--- src/rtl/sdr_init_pkg.sv ---
package sdr_init_pkg;

    typedef enum logic [2:0] {
        ST_WAIT,
        ST_PRE,
        ST_PRE_GAP,
        ST_REF,
        ST_REF_GAP,
        ST_MRS,
        ST_MRS_GAP,
        ST_DONE
    } init_state_t;

    typedef enum logic [1:0] {
        CMD_NOP,
        CMD_PRE,
        CMD_REF,
        CMD_MRS
    } init_cmd_t;

    typedef struct packed {
        logic cs_n;
        logic ras_n;
        logic cas_n;
        logic we_n;
    } cmd_pins_t;

    localparam cmd_pins_t PINS_NOP = 4'b0111;
    localparam cmd_pins_t PINS_PRE = 4'b0010;
    localparam cmd_pins_t PINS_REF = 4'b0001;
    localparam cmd_pins_t PINS_MRS = 4'b0000;

    function automatic int unsigned max_of4(int unsigned a, int unsigned b,
                                            int unsigned c, int unsigned d);
        int unsigned m;
        m = a;
        if (b > m) m = b;
        if (c > m) m = c;
        if (d > m) m = d;
        return m;
    endfunction

endpackage

--- src/rtl/init_gap_timer.sv ---
module init_gap_timer #(
    parameter int unsigned W       = 8,
    parameter int unsigned RST_VAL = 0
) (
    input  logic         clk,
    input  logic         rst,
    input  logic         load,
    input  logic [W-1:0] load_val,
    output logic         expired
);

    localparam logic [W-1:0] RST_CNT = RST_VAL[W-1:0];

    logic [W-1:0] count;

    always_ff @(posedge clk or posedge rst) begin
        if (rst) begin
            count <= RST_CNT;
        end else if (load) begin
            count <= load_val;
        end else if (count != '0) begin
            count <= count - 1'b1;
        end
    end

    assign expired = (count == '0);

    AST_TMR_NO_WRAP: assert property (@(posedge clk) disable iff (rst)
        (!load && count == '0) |=> (count == '0));

endmodule

--- src/rtl/init_cmd_drive.sv ---
module init_cmd_drive
    import sdr_init_pkg::*;
(
    input  init_cmd_t cmd,
    output cmd_pins_t pins
);

    always_comb begin
        unique case (cmd)
            CMD_NOP: pins = PINS_NOP;
            CMD_PRE: pins = PINS_PRE;
            CMD_REF: pins = PINS_REF;
            CMD_MRS: pins = PINS_MRS;
            default: pins = PINS_NOP;
        endcase
    end

endmodule

--- src/rtl/sdram_powerup_seq.sv ---
module sdram_powerup_seq
    import sdr_init_pkg::*;
#(
    parameter int unsigned ADDR_W    = 11,
    parameter int unsigned BANK_W    = 2,
    parameter int unsigned AP_BIT    = 10,
    parameter int unsigned T_STABLE  = 10000,
    parameter int unsigned REF_COUNT = 2,
    parameter int unsigned T_RP      = 3,
    parameter int unsigned T_RFC     = 7,
    parameter int unsigned T_MRD     = 2,
    parameter logic [ADDR_W-1:0] MODE_WORD = 11'b000_0_00_010_0_011
) (
    input  logic              clk,
    input  logic              rst,
    output logic              cke,
    output logic              cs_n,
    output logic              ras_n,
    output logic              cas_n,
    output logic              we_n,
    output logic [ADDR_W-1:0] addr,
    output logic [BANK_W-1:0] ba,
    output logic              done
);

    localparam int unsigned GAP_MAX = max_of4(T_STABLE, T_RP, T_RFC, T_MRD);
    localparam int unsigned TW      = $clog2(GAP_MAX + 1);
    localparam int unsigned RW      = $clog2(REF_COUNT + 1);
    localparam logic [TW-1:0] LD_RP  = TW'(T_RP - 2);
    localparam logic [TW-1:0] LD_RFC = TW'(T_RFC - 2);
    localparam logic [TW-1:0] LD_MRD = TW'(T_MRD - 2);
    localparam logic [RW-1:0] REF_LEFT_INIT = RW'(REF_COUNT - 1);
    localparam logic [ADDR_W-1:0] AP_MASK = ADDR_W'(1) << AP_BIT;

    init_state_t     state, state_nx;
    logic [RW-1:0]   ref_left;
    logic            tmr_load;
    logic [TW-1:0]   tmr_val;
    logic            tmr_exp;
    init_cmd_t       cmd;
    cmd_pins_t       pins;

    init_gap_timer #(.W(TW), .RST_VAL(T_STABLE - 1)) u_timer (
        .clk      (clk),
        .rst      (rst),
        .load     (tmr_load),
        .load_val (tmr_val),
        .expired  (tmr_exp)
    );

    // state register and refresh counter
    always_ff @(posedge clk or posedge rst) begin
        if (rst) begin
            state    <= ST_WAIT;
            ref_left <= REF_LEFT_INIT;
        end else begin
            state <= state_nx;
            if (state == ST_REF_GAP && tmr_exp && ref_left != '0) begin
                ref_left <= ref_left - 1'b1;
            end
        end
    end

    // next state and timer loading
    always_comb begin
        state_nx = state;
        tmr_load = 1'b0;
        tmr_val  = '0;
        unique case (state)
            ST_WAIT:    if (tmr_exp) state_nx = ST_PRE;
            ST_PRE: begin
                tmr_load = 1'b1;
                tmr_val  = LD_RP;
                state_nx = ST_PRE_GAP;
            end
            ST_PRE_GAP: if (tmr_exp) state_nx = ST_REF;
            ST_REF: begin
                tmr_load = 1'b1;
                tmr_val  = LD_RFC;
                state_nx = ST_REF_GAP;
            end
            ST_REF_GAP: begin
                if (tmr_exp) state_nx = (ref_left == '0) ? ST_MRS : ST_REF;
            end
            ST_MRS: begin
                tmr_load = 1'b1;
                tmr_val  = LD_MRD;
                state_nx = ST_MRS_GAP;
            end
            ST_MRS_GAP: if (tmr_exp) state_nx = ST_DONE;
            ST_DONE:    state_nx = ST_DONE;
            default:    state_nx = ST_WAIT;
        endcase
    end

    // outputs
    always_comb begin
        cmd  = CMD_NOP;
        addr = '0;
        unique case (state)
            ST_PRE: begin
                cmd  = CMD_PRE;
                addr = AP_MASK;
            end
            ST_REF: cmd = CMD_REF;
            ST_MRS: begin
                cmd  = CMD_MRS;
                addr = MODE_WORD;
            end
            default: cmd = CMD_NOP;
        endcase
    end

    init_cmd_drive u_drive (
        .cmd  (cmd),
        .pins (pins)
    );

    assign cs_n  = pins.cs_n;
    assign ras_n = pins.ras_n;
    assign cas_n = pins.cas_n;
    assign we_n  = pins.we_n;
    assign ba    = '0;
    assign cke   = 1'b1;
    assign done  = (state == ST_DONE);

    // checking
    logic [RW:0] ref_seen;
    always_ff @(posedge clk or posedge rst) begin
        if (rst) ref_seen <= '0;
        else if (pins == PINS_REF) ref_seen <= ref_seen + 1'b1;
    end

    AST_DONE_STICKY: assert property (@(posedge clk) disable iff (rst)
        done |=> done);
    AST_NOP_AFTER_DONE: assert property (@(posedge clk) disable iff (rst)
        done |-> (pins == PINS_NOP));
    AST_PRE_ALL_BIT: assert property (@(posedge clk) disable iff (rst)
        (pins == PINS_PRE) |-> addr[AP_BIT]);
    AST_PRE_BEFORE_REF: assert property (@(posedge clk) disable iff (rst)
        (pins == PINS_PRE) |-> (ref_seen == '0));
    AST_MRS_WORD: assert property (@(posedge clk) disable iff (rst)
        (pins == PINS_MRS) |-> (addr == MODE_WORD && ba == '0));
    AST_MRS_AFTER_REFS: assert property (@(posedge clk) disable iff (rst)
        (pins == PINS_MRS) |-> (ref_seen == (RW+1)'(REF_COUNT)));
    AST_REF_THEN_NOP: assert property (@(posedge clk) disable iff (rst)
        (pins == PINS_REF) |=> (pins == PINS_NOP));
    AST_DONE_AFTER_MRS: assert property (@(posedge clk) disable iff (rst)
        $rose(done) |-> (ref_seen == (RW+1)'(REF_COUNT)));

endmodule

--- config.mk ---
export PLATFORM = sky130hd
export DESIGN_NAME = sdram_powerup_seq
export DESIGN_NICKNAME = d
export VERILOG_FILES = /design/src/rtl/sdr_init_pkg.sv /design/src/rtl/init_gap_timer.sv /design/src/rtl/init_cmd_drive.sv /design/src/rtl/sdram_powerup_seq.sv
export SDC_FILE = /design/constraint.sdc
export NUM_CORES = 1
export LEC_CHECK = 0
export ABC_AREA = 0
export BUFFER_PORTS_ARGS = -buffer_cell sky130_fd_sc_hd__buf_4
export CORE_MARGIN = 4
export CORE_UTILIZATION = 58
export CTS_CLUSTER_DIAMETER = 50
export DETAILED_ROUTE_END_ITERATION = 10
export GPL_TIMING_DRIVEN = 0
export PLACE_DENSITY = 0.91
export SLEW_MARGIN = 20
export SYNTH_ARGS = -nofsm -noshare
export SYNTH_HDL_FRONTEND = slang
export SYNTH_SLANG_ARGS = --single-unit
--- constraint.sdc ---
create_clock -name clk -period 3.7 [get_ports clk]
set_input_delay 0.555 -clock clk [delete_from_list [all_inputs] [get_ports clk]]
set_output_delay 0.555 -clock clk [all_outputs]
set_load 0.005 [all_outputs]
# After elaboration in Yosys (flattened, before gate mapping)

Index checks and enable logic that the tools add are counted.

Bits in registers: 19
Logic and storage cells: 43
Bits of input ports: 2
Output and inout bits: 19

Equal/unequal tests: 14
Muxes and demuxes: 13
$add $sub $neg: 2
Reductions and logical operators: 11

Operators by type and width:

| kind                                                                   | count |
|---|---|
| 14-bit two-way mux                                                     | 2 |
| 3-bit case mux with 8 select lines                                     | 1 |
| 11-bit case mux with 2 select lines                                    | 1 |
| 4-bit case mux with 4 select lines                                     | 1 |
| 3-bit two-way mux                                                      | 5 |
| 14-bit zero test                                                       | 1 |
| 14-bit nonzero test                                                    | 1 |
| 14-bit by 1-bit subtractor with 14-bit output (second input constant)  | 1 |
| 3-bit equality test (second input constant)                            | 4 |
| 2-bit != test (second input constant)                                  | 4 |
| 3-bit by 2-bit equality test with 1-bit output (second input constant) | 2 |
| 2-bit case mux with 3 select lines                                     | 1 |
| 3-bit case mux with 2 select lines                                     | 1 |
| 2-bit equality test (second input constant)                            | 2 |
| 2-bit zero test                                                        | 2 |
| 4-bit AND reduction                                                    | 1 |
| 2-bit nonzero test                                                     | 2 |
| 3-bit by 1-bit equality test with 1-bit output (second input constant) | 1 |
| 3-bit zero test                                                        | 1 |
| 3-bit OR reduction                                                     | 1 |
| 2-bit by 1-bit equality test with 1-bit output (second input constant) | 1 |
| 1-bit logical AND                                                      | 2 |
| 2-bit by 1-bit subtractor with 2-bit output (second input constant)    | 1 |
| 1-bit two-way mux                                                      | 1 |

# Depth between registers and ports, before layout

Gate-level depths: netlist of run 1.

Depth in word-level cells: 4
Mapped depth: 7

# Modules after synthesis

From an unflattened synthesis of run 1, not the netlist that was laid out.

Cell total of the unflattened synthesis: 142
Area total of the unflattened synthesis: 1330.0 µm²

By module, submodules not included:

| module            | area an instance (µm²) | sequential area each (µm²) | cells each | times used |
|---|---|---|---|---|
| init_gap_timer    | 899.6                  | 360.3                      | 89         | 1 |
| sdram_powerup_seq | 407.9                  | 126.4                      | 48         | 1 |
| init_cmd_drive    | 22.5                   | 0.0                        | 5          | 1 |

# Worst setup path before layout of run 1

Ideal clock, no wire load.

Path type: register -> register
Start: reg u_timer.count[11]
End: reg u_timer.count[11]
Setup time: 0.120 ns
Required time: 3.580 ns
Stages on the path, launching flop included: 4
Clock period less this slack: 1.813 ns
Path slack: 1.887 ns
Data arrival time: 1.693 ns
Cell sequence: dfrtp_1 or4_4 or4b_4 a41o_2

Word-level cells in the longest chain between the ends: 3
Elaborated cells between the ends (all ways): 5
Classes of those cells: add/sub (1); mux (2); reduce/logical (2)

Ends and longest elaborated chain:

| what                                          | line                 | source |
|---|---|---|
| start, declared                               | init_gap_timer.sv:14 | `logic [W-1:0] count;` |
| start signal, assigned                        | init_gap_timer.sv:20 | `count <= load_val;` |
| start signal, assigned                        | init_gap_timer.sv:22 | `count <= count - 1'b1;` |
| 14-bit by 1-bit subtractor with 14-bit output | init_gap_timer.sv:22 |  |
| 14-bit two-way mux                            | init_gap_timer.sv:21 | `end else if (count != '0) begin` |
| 14-bit two-way mux                            | init_gap_timer.sv:19 | `end else if (load) begin` |

Several ways; a longest one is shown, not always the timed one. The select of a mux whose other input is x is not followed.
A chain may end at the register's enable or synchronous reset.

# Worst setup path after layout of run 1

Start: reg state[0]
End: out ras_n

Word-level cells in the longest chain between the ends: 4
Elaborated cells between the ends (all ways): 9
Classes of those cells: eq/ne (6); mux (2); reduce/logical (1)

Ends and longest elaborated chain:

| what                                        | line                     | source |
|---|---|---|
| start, declared                             | sdram_powerup_seq.sv:35  | `init_state_t state, state_nx;` |
| start signal, assigned                      | sdram_powerup_seq.sv:57  | `state <= state_nx;` |
| 3-bit equality test (tied with other cells) | sdram_powerup_seq.sv:100 | `unique case (state)` |
| 2-bit case mux with 3 select lines (*)      | sdram_powerup_seq.sv:100 |  |
| 2-bit equality test (tied with other cells) | init_cmd_drive.sv:9      | `unique case (cmd)` |
| 4-bit case mux with 4 select lines (*)      | init_cmd_drive.sv:9      |  |
| end, declared                               | sdram_powerup_seq.sv:18  | `output logic ras_n,` |

Every way passes the cells marked *; elsewhere a longest branch is shown, timed or not. The select of a mux whose other input is x is not followed.

==> impl_metrics.xml, run 1 <==
<?xml version="1.0" encoding="UTF-8"?>
<metrics>
  <group name="cts">
    <metric name="cts_hold_buffers" unit="">0</metric>
    <metric name="cts_made_buffers" unit="">3</metric>
    <metric name="ctsRootBufferMaster" unit="">sky130_fd_sc_hd__clkbuf_4</metric>
    <metric name="tritoncts" unit="">done</metric>
    <metric name="worst_skew_pair.late_latency" unit="ns">0.29</metric>
    <metric name="clk_pin_slew_worst_paths" unit="ns">0.10</metric>
    <metric name="clock_sink_count" unit="">19</metric>
    <metric name="postCtsSetupRepairBufs" unit="">0</metric>
    <metric name="cts.htree.levels" unit="">1</metric>
    <metric name="cts_resized" unit="">0</metric>
    <metric name="ctsLongestPathBuffers" unit="">2</metric>
  </group>
  <group name="logic_synthesis">
    <metric name="synthesized_cell_area" unit="um^2">1180</metric>
    <metric name="synth-adder-area-share" unit="">0.02121</metric>
    <metric name="yosys_register_bits" unit="">19</metric>
    <metric name="synth_top_flop_cell" unit="">sky130_fd_sc_hd__dfrtp_1</metric>
    <metric name="warnings_from_yosys" unit="">0</metric>
    <metric name="syn-instance-count" unit="">131</metric>
    <metric name="multiplexer_fraction_of_the_synthesized_cell_area" unit="">0.01697</metric>
    <metric name="synth_enable_flop_cells" unit="">0</metric>
    <metric name="synth_area_per_cell" unit="um^2">9.007</metric>
    <metric name="synth-compound-area-share" unit="">0.1686</metric>
    <metric name="synth_xor_xnor_area_share" unit="">0.02227</metric>
    <metric name="post_synth_and_or_nand_nor_area_fraction" unit="">0.2312</metric>
    <metric name="combinational_family_with_the_most_area_after_synthesis" unit="">simple AND/OR/NAND/NOR gates</metric>
    <metric name="ys_types" unit="">37</metric>
    <metric name="ys_seq_area_frac" unit="">0.4125</metric>
    <metric name="async_flop_share" unit="">1.000</metric>
  </group>
  <group name="place">
    <metric name="port_buffer_cells" unit="">9</metric>
    <metric name="gp_congestion" unit="">0.8454</metric>
    <metric name="place.detailed.hpwl" unit="mm">1.833</metric>
    <metric name="place_inst" unit="">176</metric>
    <metric name="place_worst_setup_slack" unit="ns">1.693</metric>
  </group>
  <group name="setup_path">
    <metric name="setup.worst_path.end_class" unit="">primary output</metric>
    <metric name="crit_path_start_kind" unit="">register</metric>
    <metric name="worst_ep_arrival_time" unit="ns">1.72</metric>
    <metric name="largest_fanout_on_the_critical_path" unit="">10</metric>
    <metric name="worst-r2r-cell-count" unit="">7</metric>
    <metric name="worst-endpoint-required" unit="ns">3.14</metric>
    <metric name="worst_reg2reg_path_startpoint" unit="">u_timer.count[0]$_DFFE_PP1P_</metric>
    <metric name="critical_path_class" unit="">reg2out</metric>
    <metric name="crit_start" unit="">state[0]$_DFFE_PP0P_</metric>
    <metric name="crit-reg2reg-capture" unit="">u_timer.count[4]$_DFFE_PP0P_</metric>
    <metric name="r2r_slack" unit="ns">1.66</metric>
  </group>
  <group name="min_path">
    <metric name="min_path_type" unit="">in2async</metric>
  </group>
  <group name="layout">
    <metric name="final_nets" unit="">158</metric>
    <metric name="finalCoreUtilization" unit="">0.6907</metric>
    <metric name="mostFrequentLayoutCells" unit="">22 x sky130_fd_sc_hd__buf_4, 14 x sky130_fd_sc_hd__nor2_1, 11 x sky130_fd_sc_hd__conb_1</metric>
    <metric name="fraction_of_layout_instances_using_a_drive_strength_above_1" unit="">0.2614</metric>
    <metric name="diodes" unit="">0</metric>
    <metric name="layout.cells.most_common" unit="">sky130_fd_sc_hd__buf_4</metric>
    <metric name="layout.cells.non_filler" unit="">180</metric>
    <metric name="flow.area_growth_from_synthesis" unit="%">13.68</metric>
    <metric name="filler_cell_count" unit="">158</metric>
  </group>
  <group name="timing">
    <metric name="setup_total_negative_slack" unit="ns">0</metric>
    <metric name="max-slew-margin-rel" unit="">0.5201</metric>
    <metric name="setup_viol_count_final" unit="">0</metric>
    <metric name="min_period_over_period" unit="">0.6141</metric>
    <metric name="max_freq" unit="GHz">0.4401</metric>
    <metric name="hold_viol" unit="">0</metric>
    <metric name="fin_crit" unit="ns">2.272</metric>
    <metric name="post-route-worst-setup-slack" unit="ns">1.428</metric>
    <metric name="timing_worst_slew_pin_value" unit="ns">0.7191</metric>
    <metric name="final_max_slew_viol_count" unit="">0</metric>
    <metric name="grt_setup_unrepaired" unit="">false</metric>
    <metric name="finalClockSkew" unit="ns">0.0005792</metric>
  </group>
  <group name="pwr">
    <metric name="powerDensity" unit="nW/um^2">244.2</metric>
    <metric name="power.leakage" unit="nW">0.6263</metric>
    <metric name="vdd_drop_max" unit="uV">174.6</metric>
  </group>
  <group name="die">
    <metric name="dieHeight" unit="um">53.10</metric>
    <metric name="core_area" unit="um^2">1942</metric>
    <metric name="floorplan.die.width" unit="um">53.10</metric>
    <metric name="initial_core_util" unit="">0.6076</metric>
    <metric name="placementRows" unit="">16</metric>
    <metric name="die-area" unit="um^2">2820</metric>
    <metric name="ios" unit="">21</metric>
  </group>
  <group name="status">
    <metric name="outcome" unit="">finished, final reports clean</metric>
  </group>
  <group name="global_routing">
    <metric name="grt_remaining_overflow" unit="">0</metric>
    <metric name="grt_pass1_wl" unit="mm">3.581</metric>
    <metric name="antenna_violations_before_repair" unit="">0</metric>
    <metric name="grt_max_degree" unit="">20</metric>
    <metric name="via_count_of_the_first_global_routing_pass" unit="">863</metric>
    <metric name="track_usage" unit="">0.1775</metric>
  </group>
  <group name="routing">
    <metric name="drt_first_iter_violations" unit="">21</metric>
    <metric name="drcViolationCount" unit="">0</metric>
    <metric name="dr_total_vias" unit="">949</metric>
    <metric name="postRouteAntennaNets" unit="">0</metric>
    <metric name="average_wire_length_per_cell_after_detail_routing" unit="um">13.08</metric>
    <metric name="detailedRoute.firstPassIterationCount" unit="">4</metric>
    <metric name="vias_per_cell" unit="">5.272</metric>
    <metric name="route.final.wire_length" unit="mm">2.355</metric>
  </group>
  <group name="job">
    <metric name="max_cap_viols" unit="">0</metric>
  </group>
</metrics>
flip-flops by register name, indices dropped and copies added (netlist names):
name,flops
u_timer.count,14
state,3
ref_left,2
stage by stage:
| step | hold slack [ns] | total power, mW | cell area [um^2] |
|---|---|---|---|
| 3_5_place_dp | 0.5081 | 0.2277 | 1315 |
| 3_3_place_gp | 0.4971 | 0.2274 | 1315 |
| 6_report | 0.3770 | 0.3275 | 1341 |
| 4_1_cts | 0.3986 | 0.3307 | 1341 |
| 5_1_grt | 0.4139 | 0.3424 | 1341 |
| 2_1_floorplan | 0.4791 | 0.2256 | 1214 |
area by class of cell:
cell class | instances | area (um^2) | area share
plain buffers | 16 | 108.9 | 0.08116
multi-input cells | 96 | 584.3 | 0.4356
well taps | 27 | 33.78 | 0.02519
clock buffers | 4 | 26.28 | 0.01959
repair buffers | 9 | 67.56 | 0.05037
flip-flops and latches | 19 | 486.7 | 0.3629
inverters | 9 | 33.78 | 0.02519
critical path: stages, from the launching register on:
cell and delay [ns]:
sky130_fd_sc_hd__dfrtp_1 0.33, sky130_fd_sc_hd__clkbuf_1 0.31, sky130_fd_sc_hd__a21boi_0 0.41, sky130_fd_sc_hd__inv_1 0.20, sky130_fd_sc_hd__buf_4 0.18
cells by family after synthesis:
family,Yosys count
muxes,2
and+or+nand+nor,48
DFF,19
AOI/OAI and AO/OA,30
xor gates and xnor gates,3
adders and majority gates,2
other,2
buffers and inverters,25
worst max path at each step:
stage,slack (ns),cells past startpoint,end
after floorplan,1.89,3,u_timer.count[11]$_DFFE_PP0P_
after global placement,1.72,7,u_timer.count[4]$_DFFE_PP0P_
after detailed placement,1.69,7,u_timer.count[4]$_DFFE_PP0P_
after CTS,1.42,4,ras_n
after global routing,1.28,4,ras_n
final,1.43,4,ras_n
Yosys cell counts (all sizes together), types with 2 or more instances:
cell,count,area (um^2)
buf,13,97.59
dfstp,9,236.5
nor4,3,18.77
nand2,8,30.03
ha,2,25.02
a31oi,5,31.28
mux2i,2,20.02
a41o,4,42.54
o21ai,5,25.02
clkbuf,3,11.26
or4,5,41.29
dfrtp,10,250.2
a21boi,2,15.01
or3,5,31.28
inv,9,33.78
nor2b,3,18.77
a21oi,9,45.04
nor3,2,10.01
xnor2,2,17.52
conb,2,7.510
nor2,14,52.55
report_power, final:
part	total, mW	internal, mW	leakage, nW	switching [mW]
Sequential	0.208	0.208	0.217	0
Combinational	0.0162	0.00798	0.394	0.00824
Clock	0.103	0.0419	0.0150	0.0613
metal layers:
layer,up-vias,share of wire,routed length (um),GRT usage
met4,0,0.0089,21,0.06809
li1,487,-,-,-
met2,9,0.52,1224,0.3140
met1,451,0.45,1070,0.2096
met3,2,0.017,39,0.03380
met5,-,0,0,0
(Power assumes the default switching activity.)
==> inputs of run 2 (changes only) <==
--- a/config.mk
+++ b/config.mk
@@ -8,11 +8,11 @@
 export ABC_AREA = 0
 export BUFFER_PORTS_ARGS = -buffer_cell sky130_fd_sc_hd__buf_4
 export CORE_MARGIN = 4
-export CORE_UTILIZATION = 58
+export CORE_UTILIZATION = 54
 export CTS_CLUSTER_DIAMETER = 50
 export DETAILED_ROUTE_END_ITERATION = 10
 export GPL_TIMING_DRIVEN = 0
-export PLACE_DENSITY = 0.91
+export PLACE_DENSITY = 0.87
 export SLEW_MARGIN = 20
 export SYNTH_ARGS = -nofsm -noshare
 export SYNTH_HDL_FRONTEND = slang
==> constraint.sdc (replaced) <==
create_clock -name clk -period 2.2 [get_ports clk]
set_input_delay 0.33 -clock clk [delete_from_list [all_inputs] [get_ports clk]]
set_output_delay 0.33 -clock clk [all_outputs]
set_load 0.005 [all_outputs]
==> run 2 against run 1 <==
Net effect:
- utilization is 2.4 points lower
- critical path depth is 3 higher
- flip-flop and latch count stayed put
- combinational power is 70% higher
- non-clock buffer count stayed put
- highest routed layer unchanged
==> impl_metrics.xml, run 2 (same netlist as run 1, synthesis figures left out) <==
<?xml version="1.0" encoding="UTF-8"?>
<metrics>
  <group name="layout">
    <metric name="mostFrequentLayoutCells" unit="">22 x sky130_fd_sc_hd__buf_4, 14 x sky130_fd_sc_hd__nor2_1, 11 x sky130_fd_sc_hd__conb_1</metric>
    <metric name="registers.top_by_ff_count" unit="">u_timer.count</metric>
    <metric name="largest_register_ff_count" unit="">14</metric>
    <metric name="flow.area_growth_from_synthesis" unit="%">14.32</metric>
    <metric name="diodes" unit="">0</metric>
    <metric name="top_regs" unit="">u_timer.count (14), state (3), ref_left (2)</metric>
    <metric name="post-route-cell-area" unit="um^2">1349</metric>
    <metric name="filler_cell_count" unit="">174</metric>
    <metric name="layout.cells.most_common" unit="">sky130_fd_sc_hd__buf_4</metric>
    <metric name="layout.cells.non_filler" unit="">180</metric>
    <metric name="register_area" unit="um^2">486.7</metric>
    <metric name="final_nets" unit="">158</metric>
    <metric name="multiInputGateArea" unit="um^2">590.6</metric>
    <metric name="finalCoreUtilization" unit="">0.6671</metric>
    <metric name="fraction_of_layout_instances_using_a_drive_strength_above_1" unit="">0.2745</metric>
  </group>
  <group name="min_path">
    <metric name="min_path_type" unit="">in2async</metric>
  </group>
  <group name="setup_path">
    <metric name="worst-endpoint-required" unit="ns">2.39</metric>
    <metric name="crit-reg2reg-capture" unit="">u_timer.count[6]$_DFFE_PP0P_</metric>
    <metric name="setup.worst_path.end_class" unit="">register</metric>
    <metric name="critical_path_class" unit="">reg2reg</metric>
    <metric name="crit_path_start_kind" unit="">register</metric>
    <metric name="largest_fanout_on_the_critical_path" unit="">10</metric>
    <metric name="worst_reg2reg_path_startpoint" unit="">u_timer.count[0]$_DFFE_PP1P_</metric>
    <metric name="worst-r2r-cell-count" unit="">7</metric>
    <metric name="r2r_slack" unit="ns">0.14</metric>
    <metric name="worst_ep_arrival_time" unit="ns">2.25</metric>
    <metric name="crit_start" unit="">u_timer.count[0]$_DFFE_PP1P_</metric>
  </group>
  <group name="die">
    <metric name="initial_core_util" unit="">0.5835</metric>
    <metric name="core_area" unit="um^2">2022</metric>
    <metric name="floorplan.die.width" unit="um">54.75</metric>
    <metric name="ios" unit="">21</metric>
    <metric name="die-area" unit="um^2">2997</metric>
    <metric name="dieHeight" unit="um">54.75</metric>
    <metric name="placementRows" unit="">16</metric>
  </group>
  <group name="timing">
    <metric name="setup_total_negative_slack" unit="ns">0</metric>
    <metric name="min_period_over_period" unit="">0.9350</metric>
    <metric name="post-route-worst-setup-slack" unit="ns">0.1430</metric>
    <metric name="worst_hold_slack" unit="ns">0.1414</metric>
    <metric name="finalClockSkew" unit="ns">0.006907</metric>
    <metric name="max_freq" unit="GHz">0.4861</metric>
    <metric name="final_max_slew_viol_count" unit="">0</metric>
    <metric name="timing_worst_slew_pin_value" unit="ns">0.7018</metric>
    <metric name="setup_viol_count_final" unit="">0</metric>
    <metric name="grt_setup_unrepaired" unit="">false</metric>
    <metric name="max-slew-margin-rel" unit="">0.5316</metric>
    <metric name="hold_viol" unit="">0</metric>
    <metric name="fin_crit" unit="ns">2.057</metric>
  </group>
  <group name="global_routing">
    <metric name="via_count_of_the_first_global_routing_pass" unit="">927</metric>
    <metric name="track_usage" unit="">0.1952</metric>
    <metric name="grt_pass1_wl" unit="mm">4.167</metric>
    <metric name="grt_remaining_overflow" unit="">0</metric>
    <metric name="grt_max_degree" unit="">20</metric>
    <metric name="antenna_violations_before_repair" unit="">0</metric>
  </group>
  <group name="place">
    <metric name="placement.cell_area" unit="um^2">1315</metric>
    <metric name="place_worst_setup_slack" unit="ns">0.1883</metric>
    <metric name="port_buffer_cells" unit="">9</metric>
    <metric name="place.detailed.hpwl" unit="mm">1.941</metric>
    <metric name="gp_congestion" unit="">0.8056</metric>
    <metric name="place_inst" unit="">176</metric>
  </group>
  <group name="cts">
    <metric name="cts_made_buffers" unit="">3</metric>
    <metric name="cts_hold_buffers" unit="">0</metric>
    <metric name="ctsRootBufferMaster" unit="">sky130_fd_sc_hd__clkbuf_4</metric>
    <metric name="cts.htree.levels" unit="">1</metric>
    <metric name="tritoncts" unit="">done</metric>
    <metric name="ctsLongestPathBuffers" unit="">2</metric>
    <metric name="worst_skew_pair.late_latency" unit="ns">0.30</metric>
    <metric name="postCtsSetupRepairBufs" unit="">0</metric>
    <metric name="clk_pin_slew_worst_paths" unit="ns">0.11</metric>
    <metric name="clock_sink_count" unit="">19</metric>
  </group>
  <group name="routing">
    <metric name="postRouteAntennaNets" unit="">0</metric>
    <metric name="drcViolationCount" unit="">0</metric>
    <metric name="route.final.wire_length" unit="mm">2.513</metric>
    <metric name="dr_total_vias" unit="">982</metric>
    <metric name="detailedRoute.firstPassIterationCount" unit="">4</metric>
    <metric name="average_wire_length_per_cell_after_detail_routing" unit="um">13.96</metric>
    <metric name="vias_per_cell" unit="">5.456</metric>
    <metric name="drt_first_iter_violations" unit="">15</metric>
  </group>
  <group name="pwr">
    <metric name="powerDensity" unit="nW/um^2">411.7</metric>
    <metric name="power.leakage" unit="nW">0.6316</metric>
    <metric name="vdd_drop_max" unit="uV">308.6</metric>
    <metric name="finalPower" unit="mW">0.5553</metric>
  </group>
  <group name="status">
    <metric name="outcome" unit="">finished, final reports clean</metric>
  </group>
  <group name="job">
    <metric name="max_cap_viols" unit="">0</metric>
  </group>
</metrics>
[run 2: cell count changes in the layout (fill, tap and decap cells not counted)]
cell,before,now
sky130_fd_sc_hd__a21boi_0,2,1
sky130_fd_sc_hd__a21boi_1,0,1
sky130_fd_sc_hd__clkinv_2,0,1
sky130_fd_sc_hd__clkbuf_1,4,3
sky130_fd_sc_hd__nor4_2,0,1
sky130_fd_sc_hd__nor4_1,3,2
[run 2: worst max path at each step]
| stage | slack, ns | to | depth (start not counted) |
|---|---|---|---|
| final | 0.14 | u_timer.count[6]$_DFFE_PP0P_ | 7 |
| after floorplan | 0.39 | u_timer.count[11]$_DFFE_PP0P_ | 3 |
| after global routing | 0.02 | u_timer.count[4]$_DFFE_PP0P_ | 7 |
| after CTS | 0.13 | ras_n | 4 |
| after global placement | 0.26 | u_timer.count[4]$_DFFE_PP0P_ | 7 |
| after detailed placement | 0.19 | u_timer.count[6]$_DFFE_PP0P_ | 7 |
[run 2: critical path, cell delays in order, from the launching register on]
cell	delay, ns
sky130_fd_sc_hd__dfstp_2	0.56
sky130_fd_sc_hd__inv_1	0.06
sky130_fd_sc_hd__ha_1	0.24
sky130_fd_sc_hd__nor3b_1	0.17
sky130_fd_sc_hd__nand4_1	0.17
sky130_fd_sc_hd__clkbuf_1	0.37
sky130_fd_sc_hd__a31oi_1	0.15
sky130_fd_sc_hd__a41o_1	0.23
[run 2: routing by layer]
| metal | track usage | up-vias | wire (um) | part of all wire |
|---|---|---|---|---|
| met1 | 0.2247 | 462 | 1033 | 0.41 |
| li1 | - | 486 | - | - |
| met2 | 0.3504 | 30 | 1307 | 0.52 |
| met4 | 0.05394 | 0 | 27 | 0.011 |
| met3 | 0.05177 | 4 | 145 | 0.058 |
| met5 | 0 | - | 0 | 0 |
[run 2: repair_timing]
action,CTS,global route
resized for setup,0,2
endpoints found under the setup margin,0,2
endpoints found under the hold margin,0,0
[run 2: power by group]
group          total, mW  internal (mW)  leakage [nW]  switching [mW]
sequential         0.350          0.350         0.217               0
combinational     0.0275         0.0135         0.397          0.0141
clock              0.178         0.0676        0.0177           0.110
total              0.555          0.431         0.632           0.124
[run 2: cell type report]
| class | count | area share |
|---|---|---|
| Tap cell | 27 | 0.02505 |
| Clock buffer | 3 | 0.01670 |
| Timing Repair Buffer | 9 | 0.05009 |
| Buffer | 16 | 0.08070 |
| Clock inverter | 1 | 0.003711 |
| Inverter | 9 | 0.02505 |
| Multi-Input combinational cell | 96 | 0.4378 |
| Sequential cell | 19 | 0.3609 |
